### config.mk
export PLATFORM = sky130hd
export DESIGN_NAME = victim_way_sel
export DESIGN_NICKNAME = d
export VERILOG_FILES = /design/src/rtl/victim_sel_pkg.sv /design/src/rtl/victim_sel_ctrl.sv /design/src/rtl/victim_sel_dp.sv /design/src/rtl/victim_way_sel.sv
export SDC_FILE = /design/constraint.sdc
export NUM_CORES = 1
export LEC_CHECK = 0
export BUFFER_PORTS_ARGS = -buffer_cell sky130_fd_sc_hd__buf_2
export CAP_MARGIN = 0
export CORE_ASPECT_RATIO = 1.5
export CORE_MARGIN = 2
export CORE_UTILIZATION = 54
export CTS_BUF_LIST = sky130_fd_sc_hd__clkbuf_4 sky130_fd_sc_hd__clkbuf_8 sky130_fd_sc_hd__clkbuf_16
export CTS_CLUSTER_DIAMETER = 50
export DETAILED_ROUTE_END_ITERATION = 8
export PLACE_DENSITY = 0.73
export SYNTH_ARGS = -nofsm -noshare
export SYNTH_HDL_FRONTEND = slang
export SYNTH_SLANG_ARGS = --single-unit
### constraint.sdc
create_clock -name clk -period 2.2 [get_ports clk]
set_input_delay 0.11 -clock clk [delete_from_list [all_inputs] [get_ports clk]]
set_output_delay 0.11 -clock clk [all_outputs]
set_load 0.02 [all_outputs]
### src/rtl/victim_sel_pkg.sv
package victim_sel_pkg;

  typedef enum logic [1:0] {
    MODE_RAND    = 2'd0,
    MODE_LRU     = 2'd1,
    MODE_FIFO    = 2'd2,
    MODE_LRU_ALT = 2'd3
  } selMode_e;

  // Strobes from control to datapath
  typedef struct packed {
    logic recAccess;  // record hit in recency ranks
    logic recFill;    // record fill: valid, ranks, pointer
    logic stepRng;    // advance generator
    logic useLru;     // policy pick: recency
    logic useFifo;    // policy pick: fill order
  } selStrobe_t;

  localparam int          RNG_W     = 16;
  localparam logic [15:0] RNG_SEED  = 16'hACE1;
  localparam logic [15:0] RNG_TAPS  = 16'hB400;  // bits 15,13,12,10

endpackage

### src/rtl/victim_sel_ctrl.sv
module victim_sel_ctrl
  import victim_sel_pkg::*;
#(
  parameter int SET_W = 4
) (
  input  logic             accValid,
  input  logic [SET_W-1:0] accSet,
  input  logic             fillValid,
  input  logic [SET_W-1:0] fillSet,
  input  logic             vicReq,
  input  logic [1:0]       mode,
  output selStrobe_t       strobe
);

  logic sameSetClash;
  selMode_e modeSel;

  assign modeSel      = selMode_e'(mode);
  assign sameSetClash = fillValid && (fillSet == accSet);

  always_comb begin
    strobe.recAccess = accValid && !sameSetClash;  // fill wins on clash
    strobe.recFill   = fillValid;
    strobe.stepRng   = vicReq;
    strobe.useLru    = (modeSel == MODE_LRU) || (modeSel == MODE_LRU_ALT);
    strobe.useFifo   = (modeSel == MODE_FIFO);
  end

endmodule

### src/rtl/victim_sel_dp.sv
module victim_sel_dp
  import victim_sel_pkg::*;
#(
  parameter int NUM_SETS = 16,
  parameter int NUM_WAYS = 4,
  parameter int SET_W    = 4,
  parameter int WAY_W    = 2
) (
  input  logic             clk,
  input  logic             rstN,
  input  selStrobe_t       strobe,
  input  logic [SET_W-1:0] accSet,
  input  logic [WAY_W-1:0] accWay,
  input  logic [SET_W-1:0] fillSet,
  input  logic [WAY_W-1:0] fillWay,
  input  logic [SET_W-1:0] vicSet,
  output logic [WAY_W-1:0] vicWay
);

  generate
    if (NUM_WAYS == 1) begin : g_direct
      assign vicWay = '0;
    end else begin : g_assoc
      localparam logic [WAY_W-1:0] OLDEST = WAY_W'(NUM_WAYS - 1);

      logic [NUM_WAYS-1:0] validQ [NUM_SETS];
      logic [WAY_W-1:0]    ageQ   [NUM_SETS][NUM_WAYS];
      logic [WAY_W-1:0]    ptrQ   [NUM_SETS];
      logic [RNG_W-1:0]    rngQ;

      logic             invFound;
      logic [WAY_W-1:0] invWay, lruWay, vicSel;

      function automatic logic [WAY_W-1:0] ageNext(
        input logic [WAY_W-1:0] cur,
        input logic [WAY_W-1:0] touched,
        input logic             isTarget
      );
        if (isTarget)           return '0;
        else if (cur < touched) return cur + 1'b1;
        else                    return cur;
      endfunction

      always_ff @(posedge clk or negedge rstN) begin
        if (!rstN) begin
          rngQ <= RNG_SEED;
          for (int s = 0; s < NUM_SETS; s++) begin
            validQ[s] <= '0;
            ptrQ[s]   <= '0;
            for (int w = 0; w < NUM_WAYS; w++) ageQ[s][w] <= WAY_W'(w);
          end
        end else begin
          if (strobe.stepRng) rngQ <= {rngQ[RNG_W-2:0], ^(rngQ & RNG_TAPS)};
          for (int s = 0; s < NUM_SETS; s++) begin
            if (strobe.recFill && fillSet == SET_W'(s)) begin
              validQ[s][fillWay] <= 1'b1;
              ptrQ[s] <= (ptrQ[s] == OLDEST) ? '0 : ptrQ[s] + 1'b1;
              for (int w = 0; w < NUM_WAYS; w++)
                ageQ[s][w] <= ageNext(ageQ[s][w], ageQ[s][fillWay], fillWay == WAY_W'(w));
            end else if (strobe.recAccess && accSet == SET_W'(s)) begin
              for (int w = 0; w < NUM_WAYS; w++)
                ageQ[s][w] <= ageNext(ageQ[s][w], ageQ[s][accWay], accWay == WAY_W'(w));
            end
          end
        end
      end

      always_comb begin
        invFound = 1'b0;
        invWay   = '0;
        lruWay   = '0;
        for (int w = NUM_WAYS - 1; w >= 0; w--) begin
          if (!validQ[vicSet][w]) begin
            invFound = 1'b1;
            invWay   = WAY_W'(w);
          end
          if (ageQ[vicSet][w] == OLDEST) lruWay = WAY_W'(w);
        end
        if (invFound)           vicSel = invWay;
        else if (strobe.useFifo) vicSel = ptrQ[vicSet];
        else if (strobe.useLru)  vicSel = lruWay;
        else                     vicSel = rngQ[WAY_W-1:0];
      end

      assign vicWay = vicSel;
    end
  endgenerate

endmodule

### src/rtl/victim_way_sel.sv
module victim_way_sel
  import victim_sel_pkg::*;
#(
  parameter  int NUM_SETS = 16,
  parameter  int NUM_WAYS = 4,
  localparam int SET_W    = $clog2(NUM_SETS),
  localparam int WAY_W    = (NUM_WAYS > 1) ? $clog2(NUM_WAYS) : 1
) (
  input  logic             clk,
  input  logic             rstN,
  input  logic [1:0]       mode,
  input  logic             accValid,
  input  logic [SET_W-1:0] accSet,
  input  logic [WAY_W-1:0] accWay,
  input  logic             fillValid,
  input  logic [SET_W-1:0] fillSet,
  input  logic [WAY_W-1:0] fillWay,
  input  logic             vicReq,
  input  logic [SET_W-1:0] vicSet,
  output logic [WAY_W-1:0] vicWay
);

  selStrobe_t strobe;

  victim_sel_ctrl #(.SET_W(SET_W)) u_ctrl (
    .accValid (accValid),
    .accSet   (accSet),
    .fillValid(fillValid),
    .fillSet  (fillSet),
    .vicReq   (vicReq),
    .mode     (mode),
    .strobe   (strobe)
  );

  victim_sel_dp #(
    .NUM_SETS(NUM_SETS), .NUM_WAYS(NUM_WAYS), .SET_W(SET_W), .WAY_W(WAY_W)
  ) u_dp (
    .clk    (clk),
    .rstN   (rstN),
    .strobe (strobe),
    .accSet (accSet),
    .accWay (accWay),
    .fillSet(fillSet),
    .fillWay(fillWay),
    .vicSet (vicSet),
    .vicWay (vicWay)
  );

endmodule

Yosys cells after proc, flatten, opt, wreduce, memory -nomap -nowiden
Index checks and enable logic that the tools add are counted.
{"block": "word_totals", "ff_bits": 240, "inputBits": 23, "output_inout_bits": 2, "elab_cells": 1065}
{"block": "op_classes", "addsub": 80, "order_cmp": 133, "n_eq_ne": 124, "muxes": 426, "bitwise_logic": 19, "reduce_logical": 186}
{"operator": "two-way mux 2 bit", "n": 349}
{"operator": "two-way mux 8 bit", "n": 34}
{"operator": "less-than comparator 2 bit", "n": 128}
{"operator": "AND reduction 3 bit", "n": 64}
{"operator": "nonzero test 3 bit", "n": 64}
{"operator": "adder 2 x 1 -> 2 bit (second input constant)", "n": 80}
{"operator": "binary-select mux 2 bit (select 2 bit)", "n": 32}
{"operator": "!= test 3 bit (second input constant)", "n": 40}
{"operator": "!= test 3 x 2 -> 1 bit (second input constant)", "n": 24}
{"operator": "== test 4 bit (second input constant)", "n": 16}
{"operator": "OR 4 bit", "n": 16}
{"operator": "== test 2 bit (second input constant)", "n": 26}
{"operator": "logical AND 1 bit", "n": 35}
{"operator": "binary-select mux 8 bit (select 4 bit)", "n": 1}
{"operator": "== test 4 x 3 -> 1 bit (second input constant)", "n": 8}
{"operator": "nonzero test 2 bit", "n": 16}
{"operator": "binary-select mux 4 bit (select 4 bit)", "n": 1}
{"operator": "== test 4 x 2 -> 1 bit (second input constant)", "n": 4}
{"operator": "XOR reduction 16 bit", "n": 1}
{"operator": "binary-select mux 2 bit (select 4 bit)", "n": 1}
{"operator": "== test 4 x 1 -> 1 bit (second input constant)", "n": 2}
{"operator": "zero test 4 bit", "n": 2}
{"operator": "two-way mux 4 bit", "n": 2}
{"operator": "== test 2 x 1 -> 1 bit (second input constant)", "n": 3}
{"operator": "other kinds (12)", "n": 19}

Longest topological paths before layout
Gate-level depths: netlist of the first run.
{"block": "logic_depth", "depth_word": 12, "ltp_mapped": 14, "mapped_depth_nobuf": 9}

Hierarchy
From an unflattened synthesis of the first run, not the netlist that was laid out.
{"block": "unflattened", "hier_cells": 1988, "area_unflattened_um2": 18839.3}
{"mod": "victim_sel_dp", "n_inst": 1, "cells_each": 1977, "area_each_um2": 18764.2, "seq_area_each_um2": 6095.8}
{"mod": "victim_sel_ctrl", "n_inst": 1, "cells_each": 11, "area_each_um2": 75.1, "seq_area_each_um2": 0.0}

Least setup slack after synthesis of the first run
Ideal clock, no wire load.
{"block": "synth_timing", "kind": "in2reg", "startpoint": "input accWay[1]", "endpoint": "register u_dp.g_assoc.ageQ[61] in the netlist's numbering", "setup_ps": 66, "arrival_ps": 2797, "required_time_ps": 2134, "setup_slack_ps": -663, "cell_stages": 12, "n_path_buf": 4, "cell_sequence": "buf_2 > buf_2 > buf_2 > buf_2 > mux4_2 > inv_1 > ha_1 > a21boi_0 > o21ai_0 > a22oi_1 > or4b_1 > nand2_1"}
{"block": "synth_via", "elab_chain_len": 7, "word_cells_on_any_way": 11, "cone_classes": "order compare: 1; eq/ne: 1; mux: 6; bitwise: 1; reduce/logical: 2"}
{"element": "from (decl)", "line": "victim_way_sel.sv:14", "text": "input logic [WAY_W-1:0] accWay,"}
{"element": "inverter 2 -> 3 bit (not written as such)", "line": "victim_sel_dp.sv:62", "text": "ageQ[s][w] <= ageNext(ageQ[s][w], ageQ[s][accWay], accWay == WAY_W'(w));"}
{"element": "binary-select mux 2 bit (select 2 bit)", "line": "victim_sel_dp.sv:62"}
{"element": "two-way mux 2 bit (not written as such) (2 in series)", "line": "victim_sel_dp.sv:62"}
{"element": "less-than comparator 2 bit", "line": "victim_sel_dp.sv:40", "text": "else if (cur < touched) return cur + 1'b1;"}
{"element": "nonzero test 3 bit (no source line)"}
{"element": "AND reduction 3 bit (no source line)"}
{"element": "to (signal, indexed assignment)", "line": "victim_sel_dp.sv:59", "text": "ageQ[s][w] <= ageNext(ageQ[s][w], ageQ[s][fillWay], fillWay == WAY_W'(w));"}
{"element": "to (signal, indexed assignment)", "line": "victim_sel_dp.sv:62"}
{"element": "to (decl)", "line": "victim_sel_dp.sv:27", "text": "logic [WAY_W-1:0] ageQ [NUM_SETS][NUM_WAYS];"}
Several ways; a longest one is shown, not always the timed one. The select of a mux whose other input is x is not followed.
A chain may end at the register's enable or synchronous reset.

Worst setup path after layout of the first run
{"block": "layout_timing", "startpoint": "register u_dp.g_assoc.ageQ[81] in the netlist's numbering", "endpoint": "output vicWay[0]"}
{"block": "layout_via", "elab_chain_len": 11}
{"element": "binary-select mux 8 bit (select 4 bit)", "line": "victim_sel_dp.sv:77", "text": "if (ageQ[vicSet][w] == OLDEST) lruWay = WAY_W'(w);"}
{"element": "two-way mux 8 bit (not written as such) (2 in series)", "line": "victim_sel_dp.sv:77"}
{"element": "== test 2 bit", "line": "victim_sel_dp.sv:77"}
{"element": "two-way mux 2 bit (4 in series)", "line": "victim_sel_dp.sv:77"}
{"element": "two-way mux 2 bit", "line": "victim_sel_dp.sv:81", "text": "else if (strobe.useLru) vicSel = lruWay;"}
{"element": "two-way mux 2 bit", "line": "victim_sel_dp.sv:80", "text": "else if (strobe.useFifo) vicSel = ptrQ[vicSet];"}
{"element": "two-way mux 2 bit", "line": "victim_sel_dp.sv:79", "text": "if (invFound) vicSel = invWay;"}
{"element": "to (decl)", "line": "victim_way_sel.sv:20", "text": "output logic [WAY_W-1:0] vicWay"}
Every way passes these cells. The select of a mux whose other input is x is not followed.

==> flow_metrics.env, run 1 <==
export IMPL_core_area_um2=34300
export IMPL_synth_seq_area_share_pct=32.5
export IMPL_rows=83
export IMPL_synth_common_cells="231 x o21ai_0, 168 x dfrtp_1, 144 x ha_1, 144 x nand2_1, 108 x nor2_1"
export IMPL_synth_top_cell_area_share_pct=22.4
export IMPL_outcome="finished with violations"
export IMPL_tightestPinTransition_ns=0.931
export IMPL_clk_latency_ns=0.58
export IMPL_fillers=2305
export IMPL_netlist_instances=1927
export IMPL_min_period_ns=2.85
export IMPL_layout_drive_gt1_share_pct=43.5
export IMPL_pre_cts_slack_ns=-0.295
export IMPL_grt_max_degree=85
export IMPL_place_inst=2582
export IMPL_path_cells="nand2_4, o211ai_1, o2111ai_2, or4_1, o21ai_2, a221oi_2, a21oi_2, buf_6"
export IMPL_drv_cap=0
export IMPL_grt_overflow=0
export IMPL_dp_hpwl_mm=48.7
export IMPL_initialDrtViolationCount=1398
export IMPL_first_global_vias=18200
export IMPL_hold_ws_ns=0.131
export IMPL_antenna_found_initial=0
export IMPL_drt_wl_total_mm=69.7
export IMPL_p_per_area_nw_per_um2=1260
export IMPL_die_width_um=156
export IMPL_clk_pin_slew_ns=0.06
export IMPL_syn_nets=2094
export IMPL_num_antenna_cells=0
export IMPL_numPortBuffers=24
export IMPL_num_nets_final=2400
export IMPL_grt_pass1_wl_mm=103
export IMPL_crit_fanout=4
export IMPL_seq_area_um2=6100
export IMPL_cts_root_buffer="clkbuf_16"
export IMPL_final_cell_count_no_fill=2682
export IMPL_syn_avg_cell_area_um2=9.74
export IMPL_synth_seq_cells=240
export IMPL_synth_edf_count=0
export IMPL_async_flop_share_pct=100
export IMPL_crit_path_end_kind="output port"
export IMPL_die_area_um2=36300
export IMPL_fin_ws_ns=-0.651
export IMPL_cts_buffers=30
export IMPL_place_gp_congestion=1.05
export IMPL_yosys_warnings=0
export IMPL_timing_slew_headroom_pct=37.7
export IMPL_crit_required_ns=2.09
export IMPL_final_cell_area_um2=25000
export IMPL_yosys_top_cells_area="dfrtp_1 22%, dfstp_2 10%, ha_1 9.6%"
export IMPL_ioPinCount=25
export IMPL_path_delay_family="compound AO/OA/AOI/OAI gates"
export IMPL_multi_input_area_um2=13600
export IMPL_path_buf_inv=1
export IMPL_vias=18200
export IMPL_setup_worst_path_start_class="flip-flop"
export IMPL_failed_checks="negative setup slack"
export IMPL_vias_per_cell=6.80
export IMPL_placed_area_um2=22000
export IMPL_detail_route_antenna_nets=0
export IMPL_cts_path_max_buffers=3
export IMPL_slowest_delay_ns=0.60
export IMPL_drc_errors=0
export IMPL_yosysMostFrequentCell="o21ai_0"
export IMPL_cts_tree="yes"
export IMPL_synth_main_ff_cell="dfrtp_1"
export IMPL_min_period_over_period_pct=130
export IMPL_hold_viol=0
export IMPL_synth_largest_area_cell="dfrtp_1"
export IMPL_ys_types=80
export IMPL_ir_drop_mv=0.969
export IMPL_met2_usage_pct=60.6
export IMPL_worst_endpoint_arrival_ns=2.74
export IMPL_final_max_slew_violation_count=0
export IMPL_syn_area_um2=18800
export IMPL_grt_busiest_layer="met2"
export IMPL_wl_per_cell_um=26.0
export IMPL_grt_util_met1_pct=43.3
export IMPL_static_leakage_power_nw=10.9
export IMPL_initial_core_util_pct=54.8
export IMPL_tns_ns=-5.25
export IMPL_die_y_um=232
export IMPL_cts_sinks=240
export IMPL_gr_usage_all_layers_pct=36.9
export IMPL_rsz0062_at_grt="true"
export IMPL_max_freq_ghz=0.351
export IMPL_fin_skew_ns=0.0122
export IMPL_use_met3_pct=6.98
export IMPL_slowest_stage="dfstp_2"
export IMPL_critical_path_class="reg -> out"
export IMPL_dr_pass1_iters=6
export IMPL_min_path_type="in -> async"
export IMPL_syn2layout_area_growth_pct=33.1
export IMPL_htreeDepth=1
export IMPL_setup_viol=54
## area by class of cell
type | count | share of cell area [%]
multi-input cells | 1491 | 54.4
inverters | 77 | 1.41
repair buffers | 393 | 13.5
well taps | 425 | 2.13
clock buffers | 36 | 3.35
clock inverters | 20 | 0.791
flip-flops and latches | 240 | 24.4
## through the flow
stage	total power, mW	util [%]
6_report	31.4	72.9
5_1_grt	33.2	72.9
4_1_cts	28.3	68.8
3_5_place_dp	22.3	64.1
3_3_place_gp	21.4	64.1
2_1_floorplan	17.2	-
## power by group
| part | leakage, nW | switching [mW] | internal, mW | total [mW] |
|---|---|---|---|---|
| logic | 7.56 | 8.78 | 9.15 | 17.9 |
| clock network | 0.512 | 2.27 | 2.91 | 5.18 |
| registers | 2.86 | 1.74 | 6.53 | 8.27 |
## worst reg2reg max path, delay by kind of cell, from the launching register on
| family | cells | cell delay (ns) |
|---|---|---|
| AO/OA/AOI/OAI | 4 | 0.58 |
| multiplexers | 1 | 0.49 |
| buffers and inverters | 5 | 0.64 |
| flip-flops | 1 | 0.39 |
| adder cells (fa/ha/maj) | 1 | 0.21 |
| AND/OR/NAND/NOR | 1 | 0.08 |
## per-layer routing
layer,share of wire [%],vias to the layer above
met4,8.6,0
met5,0,-
li1,-,7848
met1,36,8996
met2,47,1016
met3,7.9,375
## registers in the layout, summed over array words and instances (netlist names)
signal and cells:
u_dp.g_assoc.ageQ 128, u_dp.g_assoc.validQ 64, u_dp.g_assoc.ptrQ 32, u_dp.g_assoc.rngQ 16
## kinds of logic after synthesis
| kind of cell | count (synthesis) | synth area share (%) |
|---|---|---|
| xor+xnor | 7 | 0.327 |
| simple gates | 481 | 13.2 |
| fa+ha+maj | 144 | 9.60 |
| flops | 240 | 32.5 |
| compound gates | 609 | 21.7 |
| mux | 250 | 18.1 |
| buf+inv | 196 | 4.63 |
## path summary, 6_finish.rpt
path	start	to	slack, ns	cells past startpoint
max in group asynchronous	rstN	u_dp.g_assoc.ageQ[82]$_DFFE_PN0P_	0.72	3
worst max register to register	u_dp.g_assoc.ageQ[83]$_DFFE_PN1P_	u_dp.g_assoc.ageQ[85]$_DFFE_PN0P_	-0.29	12
worst min-delay path	rstN	u_dp.g_assoc.ageQ[73]$_DFFE_PN1P_	0.13	2
min in group clk	accValid	u_dp.g_assoc.ageQ[5]$_DFFE_PN0P_	0.16	6
worst max-delay path	u_dp.g_assoc.ageQ[81]$_DFFE_PN1P_	vicWay[0]	-0.65	8
worst min register to register	u_dp.g_assoc.validQ[23]$_DFFE_PN0P_	u_dp.g_assoc.validQ[23]$_DFFE_PN0P_	0.46	1
## cells in the final DEF (no fill, tap or decap), types with 14 or more instances in the layout
master       n
a22oi_2     36
o21ai_2     50
nand2_1    138
nor3b_1     17
o21ai_0     83
mux4_2      60
buf_2       19
a2bb2oi_1   28
a21oi_1     20
and3_1      14
nor3_1      18
o21ai_1    120
inv_4       25
ha_4        57
nand2b_1    77
a21boi_1    16
mux2_2      66
buf_12      24
mux2i_1     81
a21boi_2    32
a22o_1      27
buf_4      305
o21a_1      61
buf_6       41
clkbuf_16   31
dfstp_2     72
a21o_1      15
ha_1        87
nand3_1     24
nor2_1     107
mux2_4      41
inv_1       45
dfrtp_1    164
o41ai_2     34
## repair_timing
action	4_1_cts	5_1_grt
pin swaps	39	80
hold buffers	3	0
gates resized for setup	135	304
endpoints found under the setup margin	61	127
hold endpoints to repair	184	0
buffers inserted	16	30
Note: power is estimated with default switching activity, not from simulation.
==> inputs of run 2 (changes only) <==
--- a/config.mk
+++ b/config.mk
@@ -13,7 +13,7 @@
 export CTS_BUF_LIST = sky130_fd_sc_hd__clkbuf_4 sky130_fd_sc_hd__clkbuf_8 sky130_fd_sc_hd__clkbuf_16
 export CTS_CLUSTER_DIAMETER = 50
 export DETAILED_ROUTE_END_ITERATION = 8
-export PLACE_DENSITY = 0.73
+export PLACE_DENSITY = 0.7
 export SYNTH_ARGS = -nofsm -noshare
 export SYNTH_HDL_FRONTEND = slang
 export SYNTH_SLANG_ARGS = --single-unit
==> constraint.sdc (replaced) <==
create_clock -name clk -period 3 [get_ports clk]
set_input_delay 0.15 -clock clk [delete_from_list [all_inputs] [get_ports clk]]
set_output_delay 0.15 -clock clk [all_outputs]
set_load 0.02 [all_outputs]
==> flow_metrics.env, run 2 (same netlist as run 1, synthesis figures left out) <==
export IMPL_max_freq_ghz=0.337
export IMPL_grt_overflow=0
export IMPL_layout_drive_gt1_share_pct=21.4
export IMPL_final_cell_area_um2=20700
export IMPL_cts_root_buffer="clkbuf_16"
export IMPL_crit_path_end_kind="output port"
export IMPL_min_period_over_period_pct=98.8
export IMPL_critical_path_class="reg -> out"
export IMPL_numPortBuffers=24
export IMPL_die_y_um=232
export IMPL_timing_slew_headroom_pct=51.1
export IMPL_cts_buffers=29
export IMPL_drc_errors=0
export IMPL_largest_reg_flops=128
export IMPL_final_max_slew_violation_count=0
export IMPL_clk_latency_ns=0.57
export IMPL_fin_skew_ns=0.0107
export IMPL_initialDrtViolationCount=1409
export IMPL_crit_fanout=7
export IMPL_p_per_area_nw_per_um2=892
export IMPL_pre_cts_slack_ns=0.310
export IMPL_detail_route_antenna_nets=0
export IMPL_worst_endpoint_arrival_ns=2.82
export IMPL_ir_drop_mv=0.590
export IMPL_core_area_um2=34300
export IMPL_syn2layout_area_growth_pct=10.3
export IMPL_grt_pass1_wl_mm=93.9
export IMPL_place_gp_congestion=1.06
export IMPL_antenna_found_initial=1
export IMPL_num_nets_final=2115
export IMPL_regMostFlops="u_dp.g_assoc.ageQ"
export IMPL_die_area_um2=36300
export IMPL_dr_pass1_iters=7
export IMPL_gr_usage_all_layers_pct=33.5
export IMPL_htreeDepth=1
export IMPL_reg_top3="u_dp.g_assoc.ageQ: 128 flops, u_dp.g_assoc.validQ: 64 flops, u_dp.g_assoc.ptrQ: 32 flops"
export IMPL_vias=16400
export IMPL_power_total_mw=18.5
export IMPL_drv_cap=0
export IMPL_hold_ws_ns=0.109
export IMPL_cts_tree="yes"
export IMPL_drt_wl_total_mm=60.3
export IMPL_final_common_cell="o21ai_0"
export IMPL_grt_max_degree=71
export IMPL_first_global_vias=16200
export IMPL_initial_core_util_pct=54.8
export IMPL_min_period_ns=2.97
export IMPL_dp_hpwl_mm=44.2
export IMPL_die_width_um=156
export IMPL_wl_per_cell_um=25.2
export IMPL_rows=83
export IMPL_setup_viol=0
export IMPL_fin_ws_ns=0.0348
export IMPL_setup_worst_path_start_class="flip-flop"
export IMPL_outcome="complete, no violations"
export IMPL_final_cell_mix="223 x o21ai_0, 168 x dfrtp_1, 144 x ha_1, 139 x nand2_1, 108 x nor2_1"
export IMPL_hold_viol=0
export IMPL_vias_per_cell=6.83
export IMPL_crit_required_ns=2.85
export IMPL_placed_area_um2=19500
export IMPL_static_leakage_power_nw=8.84
export IMPL_fillers=2906
export IMPL_tightestPinTransition_ns=0.733
export IMPL_cts_sinks=240
export IMPL_ioPinCount=25
export IMPL_cts_path_max_buffers=3
export IMPL_min_path_type="in -> async"
export IMPL_clk_pin_slew_ns=0.06
-- run 2: cell count changes in the layout (fill, tap and decap cells not counted), moves of 41 or more --
cell,before,now
a21boi_0,13,58
buf_6,41,0
ha_4,57,0
ha_1,87,144
o21ai_1,120,28
o21ai_2,50,2
buf_4,305,77
o21ai_0,83,223
mux2_4,41,0
-- run 2: metal layers --
metal	routed length (um)	vias up	global-route usage, %	share of wire, %
met5	0	-	0	0
met4	4280	0	21.5	7.1
met3	4820	225	4.94	8.0
met2	28200	795	54.4	47
met1	23000	8076	41.8	38
li1	-	7266	-	-
-- run 2: path summary, 6_finish.rpt --
check,start,to,slack (ns),cells past startpoint
max in group asynchronous,rstN,u_dp.g_assoc.ageQ[41]$_DFFE_PN1P_,1.97,3
max reg2reg,u_dp.g_assoc.ageQ[81]$_DFFE_PN1P_,u_dp.g_assoc.ageQ[85]$_DFFE_PN0P_,0.57,9
min in group clk,fillSet[0],u_dp.g_assoc.ptrQ[1]$_DFFE_PN0P_,0.18,4
min,rstN,u_dp.g_assoc.ageQ[119]$_DFFE_PN0P_,0.11,2
min reg2reg,u_dp.g_assoc.validQ[23]$_DFFE_PN0P_,u_dp.g_assoc.validQ[23]$_DFFE_PN0P_,0.45,1
max,u_dp.g_assoc.ageQ[25]$_DFFE_PN1P_,vicWay[0],0.03,8
-- run 2: through the flow --
| stage | util (%) | setup TNS (ns) | instances |
|---|---|---|---|
| final | 60.4 | 0 | 2396 |
| after global routing | 60.4 | -0.00609 | 2396 |
| after CTS | 60.1 | 0 | 2385 |
| after detailed placement | 57.0 | 0 | 2329 |
| after global placement | 57.0 | 0 | 2329 |
| after floorplan | - | 0 | 1927 |
-- run 2: final cells by class --
class / count / area, um2 / share of cell area [%]
multi-input cells: 1491 / 11900 / 57.3
flip-flops and latches: 240 / 6100 / 29.4
repair buffers: 109 / 893 / 4.31
clock buffers: 33 / 774 / 3.74
well taps: 425 / 532 / 2.57
inverters: 77 / 289 / 1.40
clock inverters: 20 / 253 / 1.22
diodes: 1 / 2.50 / 0.0121
-- run 2: what timing repair did --
item                                    4_1_cts  5_1_grt
cloned                                        0        0
resized for setup                            12       12
buffers inserted                              1       10
hold endpoints to repair                     76        0
endpoints found under the setup margin        2        2
pin swaps                                     0        5
hold buffers                                  2        0
-- run 2: critical path, cell delays in order, from the launching register on --
cell,delay (ns)
dfstp_2,0.61
nand2_1,0.12
o21ai_1,0.20
a41oi_2,0.18
or4_1,0.54
o21ai_1,0.17
a221oi_2,0.08
a21oi_2,0.17
buf_4,0.17
-- run 2: report_power, final --
group / internal, mW / switching, mW
logic: 4.01 / 3.74
clock network: 2.29 / 1.52
registers: 4.81 / 2.12
total: 11.1 / 7.38
